## src/rtl/dct_pkg.sv

```systemverilog
`timescale 1ns/1ps
package dct_pkg;
   typedef enum logic [1:0] {
      DIV_BY4  = 2'b00,
      DIV_BY2  = 2'b01,
      DIV_BY8  = 2'b10,
      DIV_STOP = 2'b11
   } div_sel_e;

   localparam int PRE_W = 3;

   function automatic logic [PRE_W-1:0] div_limit(input div_sel_e s);
      case (s)
         DIV_BY4: return PRE_W'(3);
         DIV_BY2: return PRE_W'(1);
         DIV_BY8: return PRE_W'(7);
         default: return '0;
      endcase
   endfunction
endpackage

```

## src/rtl/dct_prescaler.sv

```systemverilog
`timescale 1ns/1ps
module dct_prescaler
   import dct_pkg::*;
#(
   parameter int CNT_W = 16
) (
   input  logic             clk,
   input  logic             rst_n,
   input  logic [1:0]       div_sel,
   output logic [CNT_W-1:0] count
);
   logic [PRE_W-1:0] pre_q;
   logic [PRE_W-1:0] lim;
   logic             halted;

   always_comb begin
      lim    = div_limit(div_sel_e'(div_sel));
      halted = (div_sel_e'(div_sel) == DIV_STOP);
   end

   always_ff @(posedge clk) begin
      if (!rst_n) begin
         pre_q <= '0;
         count <= '0;
      end else if (!halted) begin
         if (pre_q >= lim) begin
            pre_q <= '0;
            count <= count + 1'b1;
         end else begin
            pre_q <= pre_q + 1'b1;
         end
      end
   end
endmodule

```

## src/rtl/dct_edge_sync.sv

```systemverilog
`timescale 1ns/1ps
module dct_edge_sync #(
   parameter int STAGES = 2
) (
   input  logic clk,
   input  logic rst_n,
   input  logic pin,
   input  logic rise_sel,
   output logic hit
);
   logic [STAGES-1:0] sh_q;
   logic              prev_q;

   generate
      if (STAGES < 2) begin : g_bad_stages
         $error("dct_edge_sync needs at least two synchronizer stages");
      end
   endgenerate

   always_ff @(posedge clk) begin
      if (!rst_n) begin
         sh_q   <= '0;
         prev_q <= 1'b0;
      end else begin
         sh_q   <= {sh_q[STAGES-2:0], pin};
         prev_q <= sh_q[STAGES-1];
      end
   end

   always_comb begin
      if (rise_sel) hit = sh_q[STAGES-1] & ~prev_q;
      else          hit = ~sh_q[STAGES-1] & prev_q;
   end
endmodule

```

## src/rtl/dct_capture_chan.sv

```systemverilog
`timescale 1ns/1ps
module dct_capture_chan #(
   parameter int CNT_W = 16
) (
   input  logic             clk,
   input  logic             rst_n,
   input  logic             hit,
   input  logic [CNT_W-1:0] count,
   input  logic             stat_acc,
   input  logic             hi_rd,
   input  logic             lo_acc,
   input  logic             lo_rd,
   output logic             flag,
   output logic [CNT_W-1:0] cap
);
   logic             armed_q;
   logic             locked_q;
   logic             pend_q;
   logic [CNT_W-1:0] shadow_q;

   always_ff @(posedge clk) begin
      if (!rst_n) begin
         cap      <= '0;
         shadow_q <= '0;
         pend_q   <= 1'b0;
         locked_q <= 1'b0;
      end else begin
         if (hit) begin
            if (locked_q && !lo_rd) begin
               shadow_q <= count;
               pend_q   <= 1'b1;
            end else begin
               cap      <= count;
               pend_q   <= 1'b0;
            end
         end else if (lo_rd && pend_q) begin
            cap    <= shadow_q;
            pend_q <= 1'b0;
         end
         if (lo_rd)      locked_q <= 1'b0;
         else if (hi_rd) locked_q <= 1'b1;
      end
   end

   always_ff @(posedge clk) begin
      if (!rst_n) begin
         flag    <= 1'b0;
         armed_q <= 1'b0;
      end else begin
         if (hit)                    flag <= 1'b1;
         else if (lo_acc && armed_q) flag <= 1'b0;
         if (lo_acc && armed_q)      armed_q <= 1'b0;
         else if (stat_acc && flag)  armed_q <= 1'b1;
      end
   end
endmodule

```

## src/rtl/dual_capture_timer.sv

```systemverilog
`timescale 1ns/1ps
module dual_capture_timer #(
   parameter int CNT_W       = 16,
   parameter int BUS_W       = 8,
   parameter int NUM_CH      = 2,
   parameter int SYNC_STAGES = 2,
   parameter int SEL_W       = 3
) (
   input  logic              clk,
   input  logic              rst_n,
   input  logic [NUM_CH-1:0] cap_pin,
   input  logic [NUM_CH-1:0] edge_sel,
   input  logic [1:0]        clk_div_sel,
   input  logic              ie_global,
   input  logic              ie_shared,
   input  logic [NUM_CH-1:0] ie_ch,
   input  logic              acc_en,
   input  logic              acc_wr,
   input  logic [SEL_W-1:0]  acc_sel,
   output logic [BUS_W-1:0]  rd_data,
   output logic [NUM_CH-1:0] cap_flag,
   output logic              irq
);
   localparam int N_SEL = 2 * NUM_CH + 1;
   localparam logic [SEL_W-1:0] SEL_STAT = '0;

   generate
      if (CNT_W != 2 * BUS_W) begin : g_bad_width
         $error("capture width must be two bus bytes");
      end
      if (NUM_CH > BUS_W) begin : g_bad_ch
         $error("status register too narrow for channel count");
      end
      if ((1 << SEL_W) < N_SEL) begin : g_bad_sel
         $error("select field too narrow");
      end
   endgenerate

   logic [CNT_W-1:0]             count;
   logic [NUM_CH-1:0][CNT_W-1:0] cap_val;
   logic                         stat_acc;

   assign stat_acc = acc_en && (acc_sel == SEL_STAT);

   dct_prescaler #(.CNT_W(CNT_W)) u_pre (
      .clk(clk), .rst_n(rst_n), .div_sel(clk_div_sel), .count(count)
   );

   for (genvar g = 0; g < NUM_CH; g++) begin : g_ch
      localparam logic [SEL_W-1:0] SEL_HI = SEL_W'(2 * g + 1);
      localparam logic [SEL_W-1:0] SEL_LO = SEL_W'(2 * g + 2);
      logic hit;
      logic hi_rd, lo_acc, lo_rd;

      assign hi_rd  = acc_en && !acc_wr && (acc_sel == SEL_HI);
      assign lo_acc = acc_en && (acc_sel == SEL_LO);
      assign lo_rd  = lo_acc && !acc_wr;

      dct_edge_sync #(.STAGES(SYNC_STAGES)) u_sync (
         .clk(clk), .rst_n(rst_n), .pin(cap_pin[g]),
         .rise_sel(edge_sel[g]), .hit(hit)
      );

      dct_capture_chan #(.CNT_W(CNT_W)) u_chan (
         .clk(clk), .rst_n(rst_n), .hit(hit), .count(count),
         .stat_acc(stat_acc), .hi_rd(hi_rd), .lo_acc(lo_acc), .lo_rd(lo_rd),
         .flag(cap_flag[g]), .cap(cap_val[g])
      );
   end

   always_comb begin
      rd_data = '0;
      if (acc_sel == SEL_STAT) rd_data[NUM_CH-1:0] = cap_flag;
      for (int i = 0; i < NUM_CH; i++) begin
         if (acc_sel == SEL_W'(2 * i + 1)) rd_data = cap_val[i][CNT_W-1:BUS_W];
         if (acc_sel == SEL_W'(2 * i + 2)) rd_data = cap_val[i][BUS_W-1:0];
      end
   end

   logic [NUM_CH-1:0] req_vec;
   always_comb begin
      req_vec = ie_shared ? cap_flag : (cap_flag & ie_ch);
      irq     = ie_global && (|req_vec);
   end
endmodule

```

## config.mk

```make
export PLATFORM = sky130hd
export DESIGN_NAME = dual_capture_timer
export DESIGN_NICKNAME = d
export VERILOG_FILES = /design/src/rtl/dct_pkg.sv /design/src/rtl/dct_prescaler.sv /design/src/rtl/dct_edge_sync.sv /design/src/rtl/dct_capture_chan.sv /design/src/rtl/dual_capture_timer.sv
export SDC_FILE = /design/constraint.sdc
export NUM_CORES = 1
export LEC_CHECK = 0
export ABC_AREA = 1
export BUFFER_PORTS_ARGS = -buffer_cell sky130_fd_sc_hd__buf_2
export CELL_PAD_IN_SITES_DETAIL_PLACEMENT = 2
export CELL_PAD_IN_SITES_GLOBAL_PLACEMENT = 2
export CORE_ASPECT_RATIO = 0.7
export CORE_UTILIZATION = 36
export CTS_CLUSTER_SIZE = 25
export DETAILED_ROUTE_END_ITERATION = 16
export GPL_TIMING_DRIVEN = 0
export PLACE_DENSITY_LB_ADDON = 0.08
export SLEW_MARGIN = 15
export SYNTH_ARGS = -nofsm -noshare
export SYNTH_HDL_FRONTEND = slang
export SYNTH_SLANG_ARGS = --single-unit
```

## constraint.sdc

```tcl
create_clock -name clk -period 3.5 [get_ports clk]
set_input_delay 0.175 -clock clk [delete_from_list [all_inputs] [get_ports clk]]
set_output_delay 0.175 -clock clk [all_outputs]
set_load 0.05 [all_outputs]
```

After elaboration in Yosys (flattened, before gate mapping)
Index checks and enable logic that the tools add are counted.
Storage, ports and cells
  bits in registers: 97
  output and inout bits: 11
Cells by class
  $add $sub $neg: 2
  order comparisons: 1
  mux-type cells: 26
  equality and inequality tests: 9
  reduce and logical (&&, ||, !) cells: 36
  bitwise gates (word level): 11
Operators by type and width (number)
  16-bit 2-to-1 mux: 6
  8-bit 2-to-1 mux: 4
  1-bit logical AND: 17
  16-bit by 1-bit adder with 16-bit output (second input constant): 1
  1-bit 2-to-1 mux: 12
  2-bit AND reduction: 5
  2-bit OR reduction: 5
  3-bit case mux with 3 select lines: 1
  2-bit nonzero test: 4
  3-bit by 2-bit == test with 1-bit output (second input constant): 2
  1-bit inverter: 6
  1-bit AND: 4
  2-bit == test (second input constant): 2
  2-bit 2-to-1 mux: 2
  2-bit inequality test (second input constant): 2
  3-bit by 1-bit adder with 3-bit output (second input constant): 1
  3-bit by 1-bit == test with 1-bit output (second input constant): 1
  3-bit == test (second input constant): 1
  3-bit >= comparator: 1
  1-bit logical NOT: 3
  3-bit logical NOT: 1
  3-bit 2-to-1 mux: 1
  2-bit AND: 1
  2-bit by 1-bit == test with 1-bit output (second input constant): 1
  2-bit logical NOT: 1

Depth between registers and ports, before layout
  depth in word-level cells: 7
  gate-level depth with buffers: 13
  depth with buffers taken out: 13

Modules after synthesis
A second synthesis with hierarchy kept.
Second synthesis, totals
  cells, all modules: 748
  area, all modules: 4832.1 um^2
Modules (own cells, without submodules)
  dct_capture_chan: area an instance 1582.8 um^2, instances 2, cells each 241, seq. area each 720.7 um^2
  dct_prescaler: area an instance 1102.3 um^2, instances 1, cells each 164, seq. area each 380.4 um^2
  dual_capture_timer: area an instance 339.1 um^2, instances 1, cells each 72, seq. area each 0.0 um^2
  dct_edge_sync: area an instance 112.6 um^2, instances 2, cells each 15, seq. area each 60.1 um^2

Worst setup path before layout
No wires, ideal clock.
  path kind: register to output
  from: reg g_ch[0].u_chan.flag
  to: out irq
  path buffers: 0
  path slack: 1.740 ns
  arrival: 1.585 ns
  cell stages (with the launch flop): 3
  path through: dfxtp_1 > o21ai_0 > a21boi_0
Between the ends
  cells in the longest elaborated chain, start to end: 4
Ends and longest elaborated chain
  from (decl): line dct_capture_chan.sv:13  | output logic flag,
  from (signal assigned): line dct_capture_chan.sv:47  | flag <= 1'b0;
  from (signal assigned): line dct_capture_chan.sv:50  | if (hit) flag <= 1'b1;
  from (signal assigned): line dct_capture_chan.sv:51  | else if (lo_acc && armed_q) flag <= 1'b0;
  2-bit AND: line dual_capture_timer.sv:82  | req_vec = ie_shared ? cap_flag : (cap_flag & ie_ch);
  2-bit 2-to-1 mux (*): line dual_capture_timer.sv:82
  2-bit OR reduction (*): line dual_capture_timer.sv:83  | irq = ie_global && (|req_vec);
  1-bit logical AND (*): line dual_capture_timer.sv:83
  to (decl): line dual_capture_timer.sv:22  | output logic irq
Every way passes the cells marked *; elsewhere a longest branch is shown, timed or not.

Final worst setup path
  from: reg u_pre.pre_q[0]
  to: reg u_pre.count[11]
Between the ends
  cells in the longest elaborated chain, start to end: 2
Ends and longest elaborated chain
  from (decl): line dct_prescaler.sv:12  | logic [PRE_W-1:0] pre_q;
  from (signal assigned): line dct_prescaler.sv:30  | pre_q <= pre_q + 1'b1;
  3-bit >= comparator: line dct_prescaler.sv:26  | if (pre_q >= lim) begin
  2-bit AND reduction (no source line)
  to (signal assigned): line dct_prescaler.sv:28  | count <= count + 1'b1;
  to (decl): line dct_prescaler.sv:10  | output logic [CNT_W-1:0] count
No other way between the ends.
A chain may end at the register's enable or synchronous reset.

==> out/summary.txt <==
CTS tree: yes
Mapped cell area: 4640 um2
Iteration-0 DRC Markers: 154
RSZ-0062 raised after global routing: false
Final hold viol count: 0
Status: complete, no violations
R2R Setup Slk: 1.43 ns
Post-Synth Simple-Gate Area: 27.2%
I/O Pins: 28
HP Class: primary input to register
GRT Total Usage: 26.5%
Seq cells post-synth: 97
Reg power frac: 47.4%
Syn Nets: 723
EDFF count, synth: 0
Core Rows: 34
Comb power frac: 10.4%
Worst path max stage delay: 0.44 ns
Post-synth ARST share: 0%
Setup TNS Final: 0 ns
Warnings, synthesis: 0
Mux contribution to synthesized area: 0%
Hold-fix buffers, CTS: 1
Setup repair bufs after CTS: 0
Deepest clock path buffer count: 2
CP Capture Type: register
Via count: 4,575
Max Fclk: 482 MHz
Post-synthesis adder-cell area fraction: 1.35%
Clock root buffer: clkbuf_16
Max Cap Viol: 0
Leakage: 2.37 nW
Synth cell count leaders: 167 x nand2_1, 102 x inv_1, 97 x dfxtp_1, 96 x nor2_1, 67 x o21ai_0
Clock power frac: 42.1%
Total global routing overflow: 0
Actual slew at the worst max-slew pin: 0.695 ns
RD Place Congestion: 0.780
Worst setup margin: 1.43 ns
CP Cell Sequence: inv_1, ha_1, inv_1, nand2_1, nand2_1, nand2_1, nand2_1, nor2_1, and3_1, nor2_1
Worst path buffer plus inverter count: 2
Final Setup Violations: 0
Most common cell on crit path: nand2_1
Post-synthesis compound-gate area fraction: 16.6%
Max-slew headroom: 53.7%
Drc violations: 0
Post-synthesis average cell area: 6.62 um2
First-pass GRT wire length: 26.5 mm
Routed Antenna Nets: 0
Area delta synth->final: 13.9%
Slew Limit Fails: 0
Total CTS buffers: 9
Vert. Die Dim: 97.0 um
Maximum number of pins on one net before global-route repair: 16
Count of buffers from port buffering: 27
P_sw: 0.663 mW
Worst path slowest cell: nor2_1
# fillers: 1,569
Clk slew on worst S/H paths: 0.07 ns
Share of layout cells above drive strength 1: 10.9%
Ranking of synthesized cells by area: dfxtp_1 42%, nand2_1 14%, inv_1 8.3%, nor2_1 7.8%, o21ai_0 7.2%
Vias per inst: 5.04
Largest family of logic cells by synthesized area: simple AND/OR/NAND/NOR gates
Seq/Total Area, Yosys: 41.9%
Peak VDD IR: 0.231 mV
Post-synth top flop: dfxtp_1
Post-synth top area cell: dfxtp_1
Pwr Density: 463 nW/um2
Initial antenna violation count: 1
Yosys top cell area share: 41.9%
CP max FO: 10
DP Wirelength: 12.2 mm
Worst slack, placed: 1.47 ns
Top delay family on crit path: simple AND/OR/NAND/NOR gates
Clk Latency, worst-skew pair: 0.35 ns
Sw Ratio: 27.1%
Antenna cell count: 0
Critical path class: register to register
Critical Path Source Type: register
H-tree depth: 3
Clock skew: 0.0102 ns
Synth unique cells: 30
1st-pass router iterations: 4
CP Data Required Time: 3.74 ns
Tcrit/Tclk final: 59.3%
Period minus WS final: 2.07 ns
NumNets Final: 762
P_int: 1.78 mW
DR WL/cell: 18.3 um
Count leader, synth: nand2_1
Die width: 138 um
Synthesized-area fraction occupied by xor and xnor cells: 0.378%
Post-Route WL: 16.6 mm
Initial Utilization: 37.1%
CORE AREA: 12,500 um2
Worst path arrival time: 2.32 ns
CTS sink count: 97
Count of cells resized by post-cts repair: 0
Syn Inst Count: 701
Number of global-route vias before repair: 4,959
Die Area: 13,400 um2
cell usage in the layout (no fill, tap or decap), types with 2 or more instances in the layout:
cell type	count
clkbuf_1	13
ha_1	5
clkinvlp_4	3
nor2_1	96
inv_2	4
nand2_2	4
nand2_1	167
o21ai_0	67
nand4_1	3
nand3_2	2
buf_4	3
buf_2	43
o22ai_1	6
o21ai_1	15
nand3_1	21
inv_1	102
a21oi_1	58
clkbuf_16	9
buf_6	4
dfxtp_1	97
nor2_2	4
nand2_4	2
nor3_1	4
o221ai_1	2
metrics by stage:
step / cell area, um2 / util [%] / std cells / hold slack [ns] / total power, mW
floorplan: 4640 / - / 701 / 0.273 / 1.34
global placement: 4980 / 39.8 / 890 / 0.355 / 1.42
detailed placement: 4980 / 39.8 / 890 / 0.364 / 1.44
CTS: 5290 / 42.3 / 907 / 0.00446 / 2.47
global route: 5290 / 42.3 / 907 / 0.0380 / 2.54
finish: 5290 / 42.3 / 907 / 0.0100 / 2.45
final timing paths:
kind                                                         from  cells after the start                           endpoint
worst min-delay path                                   cap_pin[0]                      3  g_ch[0].u_sync.sh_q[0]$_SDFF_PN0_
worst min register to register  g_ch[1].u_sync.sh_q[0]$_SDFF_PN0_                      2  g_ch[1].u_sync.sh_q[1]$_SDFF_PN0_
worst max-delay path                  u_pre.pre_q[0]$_SDFFE_PN0P_                     10       u_pre.count[11]$_SDFFE_PN0P_
worst max register to register        u_pre.pre_q[0]$_SDFFE_PN0P_                     10       u_pre.count[11]$_SDFFE_PN0P_
flip-flops by register name, summed over array words and instances, names as in the netlist:
register	count
g_ch.u_chan.cap	32
g_ch.u_chan.shadow_q	32
u_pre.count	16
g_ch.u_sync.sh_q	4
u_pre.pre_q	3
g_ch.u_chan.armed_q	2
g_ch.u_chan.flag	2
g_ch.u_chan.locked_q	2
g_ch.u_chan.pend_q	2
g_ch.u_sync.prev_q	2
power groups by stage:
stage               clock, mW  sequential (mW)  combinational (mW)
floorplan                   0             1.18               0.168
global route             1.09             1.16               0.287
CTS                      1.05             1.16               0.258
detailed placement          0             1.19               0.251
global placement            0             1.18               0.234
finish                   1.03             1.16               0.256
cell families after synthesis:
family / count (synthesis)
simple gates: 307
flops: 97
fa+ha+maj: 5
compound gates: 150
buf+inv: 140
xor+xnor: 2
final cells by class:
class | count | area, um2 | share of cell area (%)
Buffer | 34 | 189 | 3.57
Clock buffer | 12 | 246 | 4.66
Clock inverter | 4 | 52.6 | 0.994
Inverter | 106 | 398 | 7.53
Multi-Input combinational cell | 464 | 2110 | 39.9
Sequential cell | 97 | 1940 | 36.7
Tap cell | 162 | 203 | 3.83
Timing Repair Buffer | 28 | 145 | 2.75
tightest hold or removal path, stage by stage:
cell and delay [ns]:
buf_2 0.07, nand2_1 0.05, inv_1 0.04
layer usage:
metal / vias up / share of wire [%] / GRT usage, %
met5: - / 0.078 / 0
met4: 2 / 0.79 / 6.59
met3: 15 / 3.8 / 4.98
met2: 45 / 48 / 45.0
met1: 2246 / 47 / 34.2
li1: 2267 / - / -
Note: power is estimated with default switching activity, not from simulation.
